File: config.mk
export PLATFORM = sky130hd
export DESIGN_NAME = grs_round
export DESIGN_NICKNAME = d
export VERILOG_FILES = /design/src/rtl/grs_round.sv
export SDC_FILE = /design/constraint.sdc
export NUM_CORES = 1
export LEC_CHECK = 0
export BUFFER_PORTS_ARGS = -buffer_cell sky130_fd_sc_hd__buf_2
export CAP_MARGIN = 10
export CORE_MARGIN = 3
export CORE_UTILIZATION = 42
export DETAILED_ROUTE_END_ITERATION = 16
export PLACE_DENSITY = 0.87
export SYNTH_ARGS = -nofsm -noshare
export SYNTH_HDL_FRONTEND = slang
export SYNTH_SLANG_ARGS = --single-unit
export TNS_END_PERCENT = 50
File: constraint.sdc
create_clock -name vclk -period 5.8
set_input_delay 1.45 -clock vclk [all_inputs]
set_output_delay 1.45 -clock vclk [all_outputs]
set_load 0.01 [all_outputs]
File: src/rtl/grs_round.sv
module grs_round #(
  parameter int MANT_W = 115
) (
  input  logic [MANT_W-1:0] mant_in,
  input  logic              sticky_in,
  input  logic              sign_in,
  input  logic [1:0]        rmode,
  output logic [MANT_W-3:0] mant_out,
  output logic              carry_out,
  output logic              rounded_up,
  output logic              inexact
);
  localparam int OUT_W = MANT_W - 2;

  logic             guard_b;
  logic             round_b;
  logic [OUT_W-1:0] trunc;
  logic             bump;

  assign guard_b = mant_in[1];
  assign round_b = mant_in[0];
  assign trunc   = mant_in[MANT_W-1:2];
  assign inexact = guard_b | round_b | sticky_in;

  always_comb begin
    case (rmode)
      2'b01:   bump = 1'b0;
      2'b10:   bump = inexact & ~sign_in;
      2'b11:   bump = inexact & sign_in;
      default: bump = guard_b & (round_b | sticky_in | trunc[0]);
    endcase
  end

  assign {carry_out, mant_out} = {1'b0, trunc} + {{OUT_W{1'b0}}, bump};
  assign rounded_up = bump;

  always_comb begin

    if (!(guard_b || round_b || sticky_in))
      exact_chk: assert (!rounded_up && !carry_out && mant_out == mant_in[MANT_W-1:2])
        else $error("exact input altered");

    if (rmode == 2'b01)
      zero_mode_chk: assert (!rounded_up && mant_out == mant_in[MANT_W-1:2])
        else $error("toward-zero incremented");

    if (rmode == 2'b10 && sign_in)
      pinf_neg_chk: assert (!rounded_up) else $error("+inf rounded a negative up");

    if (rmode == 2'b11 && !sign_in)
      ninf_pos_chk: assert (!rounded_up) else $error("-inf rounded a positive up");

    if (carry_out)
      carry_wrap_chk: assert (rounded_up && mant_out == '0) else $error("carry without wrap");

    if (rounded_up)
      up_inexact_chk: assert (inexact) else $error("increment on exact input");
  end
endmodule

# After elaboration in Yosys (flattened, before gate mapping)
# Cells that the tools add are included.
# classes
n_addsub	1
n_eq_ne	3
mux	1
bitwise	8
# ops
operator	n
adder 113 x 1 -> 114 bit	1
equality test 2 bit, second input constant	2
bitwise OR 1 bit	4
AND 1 bit	3
case mux 1 bit (3 select lines)	1
equality test 2 x 1 -> 1 bit, second input constant	1
inverter 1 bit	1
# word_totals
regBits	0
inputBits	119
out_inout_bits	116
elab_cells	13

# Logic depth before layout (Yosys ltp)
# logic_depth
depth_word	5
depth_mapped	12
mapped_depth_nobuf	11

# Worst setup path before layout
# OpenSTA, ideal clock, no wires.
# synth_path
path_kind	in2out
start	input rmode[1]
end	output mant_out[54]
t_arrival_ns	3.797
required_time_ns	4.350
slack_ns	0.553
cell_stages	12
path_cell_list	nor2b_1 > mux2i_1 > o21ai_0 > a21oi_1 > ha_1 > ha_1 > nand3_1 > nor2_1 > nand4_1 > buf_2 > nor4_1 > xor2_1
# synth_via
elab_chain_cells	3
word_cells_on_any_way	5
classes_between	add/sub: 1; eq/ne: 3; mux: 1
# synth_lines
element	line	source
from (decl)	7	input logic [1:0] rmode,
equality test 2 bit / equality test 2 x 1 -> 1 bit (equally long branches)	26	case (rmode)
case mux 1 bit (3 select lines) (*)	26	
via rounded_up	10	output logic rounded_up,
adder 113 x 1 -> 114 bit (*)	34	assign {carry_out, mant_out} = {1'b0, trunc} + {{OUT_W{1'b0}}, bump};
to (decl)	8	output logic [MANT_W-3:0] mant_out,
# Mark *: on every way through the listed nets, which the timed path passes. The rest lies on a longest branch.

# Worst setup path in the final report
# layout_path
start	input rmode[1]
end	output mant_out[104]
# layout_via
elab_chain_cells	3
word_cells_on_any_way	5
classes_between	add/sub: 1; eq/ne: 3; mux: 1
# layout_lines
element	line
equality test 2 bit / equality test 2 x 1 -> 1 bit (equally long branches)	26
case mux 1 bit (3 select lines) (*)	26
adder 113 x 1 -> 114 bit (*)	34
# Every way passes the cells marked *; elsewhere a longest branch is shown, timed or not.

==> results.md <==
* IO Count at 235
* P&R area growth vs syn at 44.8%
* Fmax at 180 MHz
* Post-detail-place hpwl at 12500 µm
* CP Capture Type: output port
* Placed inst area at 4380 µm²
* Core area at 6910 µm²
* Post-DRT Antenna Nets at 0
* PwrDens at 50.6 nW/µm²
* Clk pwr share at 0%
* Via density at 5.99
* Initial core utilization at 43.8%
* Grt total ovfl at 0
* Gr busiest metal: met2
* CP Launch Type: input pin
* Seq cells at 0
* Status: complete, no violations
* Largest net degree at the start of global routing at 26
* Cell Area, Synth at 3030 µm²
* Max VDD drop at 0.0000457 V
* DIE HEIGHT at 90.9 µm
* Met2 usage at 58.9%
* DRC Markers at 0
* LEAKAGE at 1.88 nW
* Gr usage total at 33.5%
* MaxCap Viol Count at 0
* Pre-Repair DR Iteration Count at 6
* Internal at 0.0891 mW
* Syn nets at 615
* Net Switching at 0.133 mW
* Gpl congestion at 1.02
* Required time of the worst setup path at 4.35 ns
* Most frequent cells in the layout: 235 x buf_2, 79 x xor2_1, 57 x nand2_1
* Number of global-route vias before repair at 4715
* Commonest non-fill, non-tap cell in the layout: buf_2
* Finished Cell Area at 4380 µm²
* Final hold violations at 0
* Vias at 4961
* Switching Share at 59.8%
* Final setup violation count at 0
* Share of cells above drive strength 1 at 36.1%
* # rows at 30
* Rel. slew slack at 51.6%
* N_diodes at 0
* Data arrival, critical path at 4.10 ns
* Crit path kind: input pin to output port
* Worst Tran Pin Value at 0.719 ns
* Count of cell types in the netlist at 32
* FILL cells at 713
* Final net count at 855
* Met1 Use GR at 40.9%
* Final setup margin at 0.250 ns
* Post-CTS Setup Bufs at 0
* Die Wd at 90.9 µm
* Reg area at 0 µm²
* Fin crit share at 95.7%
* Worst Hold Class: input pin to output port
* Drt total wl at 14700 µm
* Post-Syn Area per Cell at 6.13 µm²
* Reg power frac at 0%
* Wire per inst at 17.7 µm
* Clock buffer count in the final layout at 0
* M3 GR Usage at 4.67%
* Logic pwr share at 100.0%
* Period minus WS final at 5.55 ns
* Synth Instances at 494
* I/O Buffers at 235
* Yosys Warn Count at 0
* Pre-CTS setup slack at 0.270 ns
* Die area at 8260 µm²
* Sequential fraction of the synthesis area at 0%
* Slew Viols, Final at 0
* Crit Path Max Fanout at 8
* Initial antenna violation count at 0
* Iteration-0 DRC count of the detailed router at 382
* First-pass GRT wire length at 23400 µm
[through the flow]
stage | hold slack (ns) | std cells | power, mW | TNS (ns) | util [%]
floorplan | 2.98 | 494 | 0.0892 | 0 | -
global placement | 3.18 | 828 | 0.216 | 0 | 63.4
detailed placement | 3.18 | 828 | 0.219 | 0 | 63.4
CTS | 3.18 | 828 | 0.219 | 0 | 63.4
global route | 3.20 | 828 | 0.240 | -0.0109 | 63.4
finish | 3.18 | 828 | 0.222 | 0 | 63.4
[path summary, 6_finish.rpt]
kind          from             to  slack (ns)  cells past startpoint
max       rmode[1]  mant_out[104]        0.25                     14
min   mant_in[108]  mant_out[106]        3.18                      3
[final cells by class]
class	instances	area [µm²]	area share, %
inverters	20	75.1	1.71
multi-input cells	464	2910	66.5
well taps	96	120	2.74
repair buffers	248	1270	29.1
[critical path: stages]
cell	delay (ns)
buf_2	0.11
nor2b_1	0.12
mux2i_1	0.12
o21ai_0	0.09
a21oi_1	0.18
ha_1	0.25
ha_1	0.20
nand3_1	0.21
nor4_1	0.25
nand4_1	0.16
buf_4	0.22
nor4_1	0.39
xnor2_1	0.17
buf_2	0.15
[logic make-up after synthesis]
group	Yosys count	share of synthesized area, %
xor+xnor	111	32.1
simple gates	347	62.4
buf+inv	30	3.84
compound gates	3	0.496
fa+ha+maj	2	0.827
mux	1	0.331
[Yosys cell counts, drive strengths merged, types with 2 or more instances]
master  count  area share [%]
xor2       79              23
nand2      57             7.1
nand4      57              12
nor4       56              13
nand3      51             8.6
nor2       51             6.3
nor3       46             7.8
xnor2      32             9.3
inv        20             2.5
and3        8             1.7
clkbuf      7            0.87
and4        5             1.4
or3         4            0.83
buf         3            0.50
or4         3            0.87
ha          2            0.83
nor2b       2            0.41
nor4b       2            0.79
o21ai       2            0.33
or2         2            0.41
[power by group through the flow]
stage / registers, mW / clock network, mW / logic (mW)
floorplan: 0 / 0 / 0.0892
global placement: 0 / 0 / 0.216
detailed placement: 0 / 0 / 0.219
CTS: 0 / 0 / 0.219
global route: 0 / 0 / 0.240
finish: 0 / 0 / 0.222
[layer usage]
metal  routed length, µm  up-vias
met3                1570       60
met2                6900      351
met1                5540     2233
met5                   0        -
met4                 666        0
li1                    -     2317
[repair_timing]
action                                  4_1_cts  5_1_grt
endpoints found under the setup margin        0        3
hold buffers                                  0        0
gates resized for setup                       0        1
Note: power is estimated with default switching activity, not from simulation.
